### config.mk
export PLATFORM = sky130hd
export DESIGN_NAME = rotm_unit
export DESIGN_NICKNAME = d
export VERILOG_FILES = /design/src/rtl/rotm_pkg.sv /design/src/rtl/rotm_fields.sv /design/src/rtl/rotm_mask_gen.sv /design/src/rtl/rotm_rotl.sv /design/src/rtl/rotm_unit.sv
export SDC_FILE = /design/constraint.sdc
export NUM_CORES = 1
export LEC_CHECK = 0
export ABC_AREA = 1
export BUFFER_PORTS_ARGS = -buffer_cell sky130_fd_sc_hd__buf_2
export CAP_MARGIN = 30
export CORE_MARGIN = 1
export CORE_UTILIZATION = 45
export DETAILED_ROUTE_END_ITERATION = 10
export PLACE_DENSITY_LB_ADDON = 0.08
export SLEW_MARGIN = 20
export SYNTH_ARGS = -nofsm -noshare
export SYNTH_HDL_FRONTEND = slang
export SYNTH_HIERARCHICAL = 1
export SYNTH_SLANG_ARGS = --single-unit
### constraint.sdc
create_clock -name clk -period 5.5 [get_ports clk]
set_clock_uncertainty 0.15 [all_clocks]
set_input_delay 1.375 -clock clk [delete_from_list [all_inputs] [get_ports clk]]
set_output_delay 1.375 -clock clk [all_outputs]
set_load 0.005 [all_outputs]
### src/rtl/rotm_pkg.sv
package rotm_pkg;
  localparam int INSN_W    = 32;
  localparam int FIELD_W   = 5;
  localparam int OPC_W     = 6;
  localparam int OPC_LSB   = 26;
  localparam int ROT_LSB   = 11;
  localparam int FIRST_LSB = 6;
  localparam int LAST_LSB  = 1;
  localparam int REC_BIT   = 0;

  typedef struct packed {
    logic neg;
    logic pos;
    logic zero;
  } rotm_flags_t;
endpackage

### src/rtl/rotm_fields.sv
module rotm_fields
  import rotm_pkg::*;
#(
  parameter int W  = 32,
  parameter int IW = $clog2(W)
) (
  input  logic [INSN_W-1:0] insn,
  output logic [OPC_W-1:0]  opcode,
  output logic [IW-1:0]     rot_amt,
  output logic [IW-1:0]     first_pos,
  output logic [IW-1:0]     last_pos,
  output logic              rec_bit
);
  localparam int POS_OFS = W - 32;

  logic [FIELD_W-1:0] rot_f, first_f, last_f;

  assign opcode  = insn[OPC_LSB +: OPC_W];
  assign rot_f   = insn[ROT_LSB +: FIELD_W];
  assign first_f = insn[FIRST_LSB +: FIELD_W];
  assign last_f  = insn[LAST_LSB +: FIELD_W];
  assign rec_bit = insn[REC_BIT];

  generate
    if (IW == FIELD_W) begin : g_narrow
      assign rot_amt   = rot_f;
      assign first_pos = first_f;
      assign last_pos  = last_f;
    end else begin : g_wide
      assign rot_amt   = IW'(rot_f);
      assign first_pos = IW'(first_f) + IW'(POS_OFS);
      assign last_pos  = IW'(last_f) + IW'(POS_OFS);
    end
  endgenerate
endmodule

### src/rtl/rotm_mask_gen.sv
module rotm_mask_gen #(
  parameter int W  = 32,
  parameter int IW = $clog2(W)
) (
  input  logic [IW-1:0] first_pos,
  input  logic [IW-1:0] last_pos,
  output logic [W-1:0]  mask
);
  // Ones from first_pos down to the LSB, minus ones below last_pos.
  // A reversed pair yields the inner gap, which is then inverted.
  function automatic logic [W-1:0] build_mask(input logic [IW-1:0] f,
                                              input logic [IW-1:0] l);
    logic [W-1:0] all1, head, tail, span;
    all1 = '1;
    head = all1 >> f;
    tail = (all1 >> l) >> 1;
    span = head ^ tail;
    return (f > l) ? ~span : span;
  endfunction

  assign mask = build_mask(first_pos, last_pos);
endmodule

### src/rtl/rotm_rotl.sv
module rotm_rotl #(
  parameter int W  = 32,
  parameter int IW = $clog2(W)
) (
  input  logic [W-1:0]  din,
  input  logic [IW-1:0] amt,
  output logic [W-1:0]  dout
);
  function automatic logic [W-1:0] rotl(input logic [W-1:0] v,
                                        input logic [IW-1:0] a);
    logic [2*W-1:0] dbl;
    dbl = {v, v} << a;
    return dbl[2*W-1:W];
  endfunction

  assign dout = rotl(din, amt);
endmodule

### src/rtl/rotm_unit.sv
module rotm_unit
  import rotm_pkg::*;
#(
  parameter int W      = 32,
  parameter int OPCODE = 21
) (
  input  logic              clk,
  input  logic              rst_n,
  input  logic              in_valid,
  input  logic [INSN_W-1:0] insn,
  input  logic [W-1:0]      src_val,
  output logic              res_valid,
  output logic [W-1:0]      res_data,
  output logic              rec_req,
  output logic [2:0]        sign_flags
);
  localparam int IW = $clog2(W);

  logic [OPC_W-1:0] opc_w;
  logic [IW-1:0]    rot_w, first_w, last_w;
  logic             rec_w;
  logic [W-1:0]     mask_w, rot_val_w, masked_w;
  logic             accept_w;
  rotm_flags_t      flags_w;

  rotm_fields #(.W(W), .IW(IW)) u_fields (
    .insn(insn), .opcode(opc_w), .rot_amt(rot_w),
    .first_pos(first_w), .last_pos(last_w), .rec_bit(rec_w)
  );

  rotm_mask_gen #(.W(W), .IW(IW)) u_mask (
    .first_pos(first_w), .last_pos(last_w), .mask(mask_w)
  );

  rotm_rotl #(.W(W), .IW(IW)) u_rot (
    .din(src_val), .amt(rot_w), .dout(rot_val_w)
  );

  assign accept_w = in_valid && (opc_w == OPC_W'(OPCODE));
  assign masked_w = rot_val_w & mask_w;

  always_comb begin
    flags_w.neg  = masked_w[W-1];
    flags_w.zero = (masked_w == '0);
    flags_w.pos  = !flags_w.neg && !flags_w.zero;
  end

  always_ff @(posedge clk) begin
    if (!rst_n) begin
      res_valid  <= 1'b0;
      res_data   <= '0;
      rec_req    <= 1'b0;
      sign_flags <= '0;
    end else begin
      res_valid <= accept_w;
      if (accept_w) begin
        res_data   <= masked_w;
        rec_req    <= rec_w;
        sign_flags <= rec_w ? flags_w : 3'b000;
      end
    end
  end

  // equal first and last positions select one bit
  a_r4_single_bit: assert property (@(posedge clk) disable iff (!rst_n)
    (in_valid && first_w == last_w) |-> $countones(mask_w) == 1);

  // a wrapped mask keeps both of its end positions
  a_r3_wrap_ends: assert property (@(posedge clk) disable iff (!rst_n)
    (in_valid && first_w > last_w) |-> (mask_w[W-1-first_w] && mask_w[W-1-last_w]));

  // rotation loses no bits
  a_r5_rot_keeps_bits: assert property (@(posedge clk) disable iff (!rst_n)
    in_valid |-> $countones(rot_val_w) == $countones(src_val));

  // the result never leaves the mask of its instruction
  a_r6_result_in_mask: assert property (@(posedge clk) disable iff (!rst_n)
    res_valid |-> (res_data & ~$past(mask_w)) == '0);

  // a strobe needs an input one cycle earlier
  a_r7_valid_cause: assert property (@(posedge clk) disable iff (!rst_n)
    res_valid |-> $past(in_valid));

  // rejected input leaves the outputs alone
  a_r7_hold: assert property (@(posedge clk) disable iff (!rst_n)
    !accept_w |=> $stable(res_data) && $stable(sign_flags));

  // recorded results carry exactly one sign flag
  a_r8_flags_onehot: assert property (@(posedge clk) disable iff (!rst_n)
    rec_req |-> $onehot(sign_flags));

  // no flags without a record request
  a_r8_flags_quiet: assert property (@(posedge clk) disable iff (!rst_n)
    !rec_req |-> sign_flags == 3'b000);
endmodule

# Word-level counts from Yosys, hierarchy flattened
# Cells that the tools add are included.
[word_totals]
reg_bits = 37
in_bits = 67
out_inout_bits = 37
word_cells = 19
[op_classes]
order_cmp = 1
eq_ne = 1
shift = 3
n_mux = 2
n_bitwise = 3
n_reduce_logical = 5
[ops]
columns = ["cell", "count"]
rows = [
  ["$shl 64x5->64", 1],
  ["$shr 32x5->32 const A", 2],
  ["$and 32x32->32", 1],
  ["$logic_not 32->1", 1],
  ["$mux 32", 1],
  ["$not 32->32", 1],
  ["$xor 32x31->32", 1],
  ["$eq 6x5->1 const B", 1],
  ["$gt 5x5->1", 1],
  ["$mux 3", 1],
  ["$logic_and 1x1->1", 2],
  ["$logic_not 1->1", 2],
]

# Longest topological paths before layout
[depth]
ltp_word = 9
ltp_mapped = 21

# Modules after synthesis
# Netlist, hierarchy kept.
[by_module_without_submodules]
columns = ["module", "instances", "cells_per_inst", "area_each_um2"]
rows = [
  ["rotm_rotl", 1, 392, 2583.7],
  ["rotm_mask_gen", 1, 421, 1770.4],
  ["rotm_unit", 1, 197, 1630.3],
  ["rotm_fields", 1, 22, 165.2],
]

# Worst setup path before layout
# OpenSTA, ideal clock, no wires.
[synth_path]
path_kind = "input to register"
from = "input insn[5]"
to = "register sign_flags[1]"
arrival_ns = 3.239
required_ns = 5.226
slack_ns = 1.987
stages = 20
path_buffers = 3
cell_sequence = "buf_4 > inv_2 > buf_2 > ha_1 > nand2_1 > nor2_1 > nand2_1 > nand3_1 > nand2_1 > buf_2 > nand2_1 > nand2_1 > nand2_1 > nand2_1 > nor2_1 > nand2_1 > nor2_1 > nand2_1 > nand2_1 > a21oi_1"
[synth_between]
elab_chain_len = 9
[synth_rtl]
columns = ["element", "line_no", "source"]
rows = [
  ["from (decl)", "rotm_unit.sv:10", "input logic [INSN_W-1:0] insn,"],
  ["$shr 32x5->32", "rotm_mask_gen.sv:16", "tail = (all1 >> l) >> 1;"],
  ["$xor 32x31->32", "rotm_mask_gen.sv:17", "span = head ^ tail;"],
  ["$not 32->32", "rotm_mask_gen.sv:18", "return (f > l) ? ~span : span;"],
  ["$mux 32 *", "rotm_mask_gen.sv:18", ""],
  ["net mask_w[4]", "rotm_unit.sv:22", "logic [W-1:0] mask_w, rot_val_w, masked_w;"],
  ["$and 32x32->32 *", "rotm_unit.sv:40", "assign masked_w = rot_val_w & mask_w;"],
  ["$logic_not 32->1 *", "rotm_unit.sv:44", "flags_w.zero = (masked_w == '0);"],
  ["$logic_not 1->1 *", "rotm_unit.sv:45", "flags_w.pos = !flags_w.neg && !flags_w.zero;"],
  ["$logic_and 1x1->1 *", "rotm_unit.sv:45", ""],
  ["$mux 3 *", "rotm_unit.sv:59", "sign_flags <= rec_w ? flags_w : 3'b000;"],
  ["to (signal assigned)", "rotm_unit.sv:59", ""],
  ["to (decl)", "rotm_unit.sv:15", "output logic [2:0] sign_flags"],
]
# Mark *: on every way through the listed nets, which the timed path passes. The rest lies on a longest branch.
# A chain may end at the register's enable or synchronous reset.

# Final worst setup path
[layout_path]
from = "input insn[5]"
to = "register sign_flags[0]"
[layout_between]
elab_chain_len = 7
[layout_rtl]
columns = ["element", "line_no"]
rows = [
  ["$shr 32x5->32", "rotm_mask_gen.sv:16"],
  ["$xor 32x31->32", "rotm_mask_gen.sv:17"],
  ["$not 32->32", "rotm_mask_gen.sv:18"],
  ["$mux 32 *", "rotm_mask_gen.sv:18"],
  ["net mask_w[6]", "rotm_unit.sv:22"],
  ["$and 32x32->32 *", "rotm_unit.sv:40"],
  ["$logic_not 32->1 *", "rotm_unit.sv:44"],
  ["$mux 3 *", "rotm_unit.sv:59"],
]
# Marks and branches as above.

==> run_results.csv <==
group,metric,value,unit
worst_setup_path,path_buf_inv,3,
worst_setup_path,cp_common_cell,"nand2_1",
route,finalWirelength,18700,um
clock_tree,clock_latency,280,ps
finish,area_delta_synth_final,4.92,%
worst_setup_path,cp-start-kind,"primary input",
die,ioPinCount,104,
route,ant_nets,0,
yosys,synth_edf_count,0,
timing,finalSetupViolCount,0,
clock_tree,cts_made_buffers,5,
placement,place_congestion,0.889,
worst_setup_path,cp-end-kind,"flop",
yosys,ys_seq_area_share,12.0,%
timing,max_slew_margin,39.3,%
worst_setup_path,slowest_stage,"ha_1",
worst_setup_path,cpPeakStageDelay,340,ps
pwr,p_per_area,169,mW/mm^2
worst_setup_path,crit_fanout,27,
yosys,synth.net_count,1104,
grt,grt_pass1_wl,30300,um
worst_setup_path,path_depth,18,
worst_setup_path,r2r_start,"res_data[23]",
yosys,synth.avg_cell_area,5.96,um^2
worst_setup_path,reg2reg_depth,2,
route,drc,0,
die,initial_core_util,46.3,%
placement,dp_hpwl,14800,um
timing,min_period,4050,ps
clock_tree,root_buffer,"clkbuf_16",
timing,timing.final.hold_violations,0,
clock_tree,clkSinkCount,37,
finish,finalNetCount,1129,
timing,rsz0062_at_grt,"false",
worst_setup_path,path_cells,"buf_2 -> inv_2 -> ha_1 -> nand2_1 -> nor2_1 -> nand2_1 -> nand3_1 -> nand2_1 -> buf_4 -> nand2_1 -> nand2_1 -> nand2_1 -> nand2_1 -> nor2_1 -> nand2_1 -> nor2_1 -> nand3_1 -> a21oi_1",
route,dr.pass1.iters,5,
route,wl_per_cell,15.2,um
placement,dp_cells,1225,
timing,max_freq,247,MHz
die,die_y,119,um
timing,fin_tns_setup,0,ps
grt,grt_max_degree,64,
clock_tree,cts_setup_buffers,0,
route,drt_iter0_markers,554,
die,core_area,0.0133,mm^2
pwr,irDropWorstVdd,0.000116,V
finish,stdcell_count,1234,
pwr,total_power,1090,uW
route,via_count,6656,
grt,antenna_found_initial,0,
finish,fill_cells,1506,
grt,grt_pass1_vias,5896,
flow_run,max_cap_violations,0,
yosys,synth_seq_cells,37,
clock_tree,clk_path_buf_depth,2,
timing,final_max_slew_viol_count,0,
worst_setup_path,r2r_setup_slack,4650,ps
clock_tree,clkSlewWorstSetupHoldPaths,60,ps
grt,grt.overflow.total,0,
clock_tree,holdBufCountCts,0,
yosys,synth_area,0.00615,mm^2
yosys,synth_ff_type,"dfxtp_1",
worst_setup_path,cp_data_arrival_time,4110,ps
clock_tree,ctsResizeCount,0,
die,chipWidth,119,um
yosys,synthArstFlopShare,0,%
worst_setup_path,critPathCapture,"sign_flags[0]",
route,vias_per_cell,5.39,
status,outcome,"completed",
worst_setup_path,rr_endpoint,"res_data[23]",
worst_setup_path,crit_type,"in2reg",
die,die_area,0.0141,mm^2
die,rows,42,
clock_tree,cts_tree,"done",
yosys,synthCells,1032,
finish,drive_gt1_share,25.5,%
worst_hold_path,holdCritPathClass,"reg2reg",
worst_setup_path,crit_start,"insn[5]",
timing,finalCritPeriodShare,73.7,%
timing,tightest_slew,910,ps
worst_setup_path,critPathTopFamily,"simple AND/OR/NAND/NOR gates",
clock_tree,htreeDepth,2,
yosys,synthDistinctLibCells,31,
finish,antenna_cells,0,
worst_setup_path,required,5560,ps
grt,grt_use_total,26.9,%
placement,numPortBuffers,93,
pwr,p_leak,0.00357,uW
yosys,ys_warn_count,6,
[flip-flops by register name (all words and copies together), names as in the netlist]
register,cells
res_data,32
sign_flags,3
rec_req,1
res_valid,1
[metrics by stage]
step	util [%]	worst slack [ps]	hold slack [ps]	instance area, um^2
2_1_floorplan	-	1990	312	6150
3_3_place_gp	47.3	1210	304	6290
3_5_place_dp	47.3	1150	304	6290
4_1_cts	48.4	1440	313	6440
5_1_grt	48.5	1090	332	6450
6_report	48.5	1450	309	6450
[worst min-delay path: stages (launching register included)]
cell	delay, ps
dfxtp_1	300
nand2_1	60
a21oi_1	50
[layout by cell type, fill, tap and decap left out, types with 3 or more instances in the layout]
master     count
nor3_1         3
o21ai_0       10
xor2_1         3
nor2_1        33
a21oi_1       12
nor2_2         5
o21ai_1       27
nand2_1      382
nand4_1        5
inv_1         60
clkbuf_16      5
buf_4          5
inv_2          5
nand3_2       85
dfxtp_1       37
a211oi_2       5
ha_1           5
buf_2         93
nand3_1      207
a21oi_2       24
nand2_4       31
[how the worst min path moves through the flow]
stage                       start  slack, ps  cells after the start            end
CTS                 sign_flags[2]        310                      2  sign_flags[2]
global route              rec_req        330                      2        rec_req
finish              sign_flags[2]        310                      2  sign_flags[2]
global placement          rec_req        300                      2        rec_req
detailed placement  sign_flags[2]        300                      2  sign_flags[2]
floorplan                 rec_req        310                      2        rec_req
[power breakdown]
group          leakage [uW]  total [uW]  internal, uW  switching, uW
registers          0.000298         271           270          0.978
logic               0.00319         533           161            372
clock network     0.0000768         287           180            107
[routing by layer]
layer / wire length, um / global-route usage [%] / vias up
li1: - / - / 3415
met1: 9400 / 40.3 / 2987
met2: 7660 / 39.4 / 225
met3: 1150 / 3.11 / 29
met4: 524 / 8.54 / 0
met5: 0 / 0 / -
[cell type report]
class | instances | area, um^2 | share of cell area, %
Tap cell | 176 | 220 | 3.41
Multi-Input combinational cell | 844 | 4550 | 70.5
Clock inverter | 2 | 13.8 | 0.213
Clock buffer | 6 | 139 | 2.15
Sequential cell | 37 | 741 | 11.5
Timing Repair Buffer | 99 | 514 | 7.97
Inverter | 70 | 278 | 4.30
[cells in the mapped netlist (all sizes together), types with 4 or more instances]
| cell type | n | area share [%] |
|---|---|---|
| nor2 | 40 | 2.9 |
| nor3 | 4 | 0.51 |
| nand4 | 5 | 0.51 |
| inv | 67 | 4.3 |
| a21oi | 36 | 4.4 |
| nand2 | 415 | 29 |
| ha | 5 | 1.0 |
| o21ai | 37 | 3.0 |
| buf | 71 | 8.9 |
| nand3 | 292 | 31 |
| dfxtp | 37 | 12 |
| a211oi | 5 | 1.0 |
| clkbuf | 10 | 0.61 |
[cell families (layout without fill, tap and decap cells)]
group	Yosys count	in the layout	share of synthesized area, %
buffers and inverters	151	177	14.0
and+or+nand+nor	756	756	63.8
AOI/OAI and AO/OA	78	78	8.42
adders and majority gates	5	5	1.02
xor gates and xnor gates	5	5	0.712
DFF	37	37	12.0
Note: power is estimated with default switching activity, not from simulation.
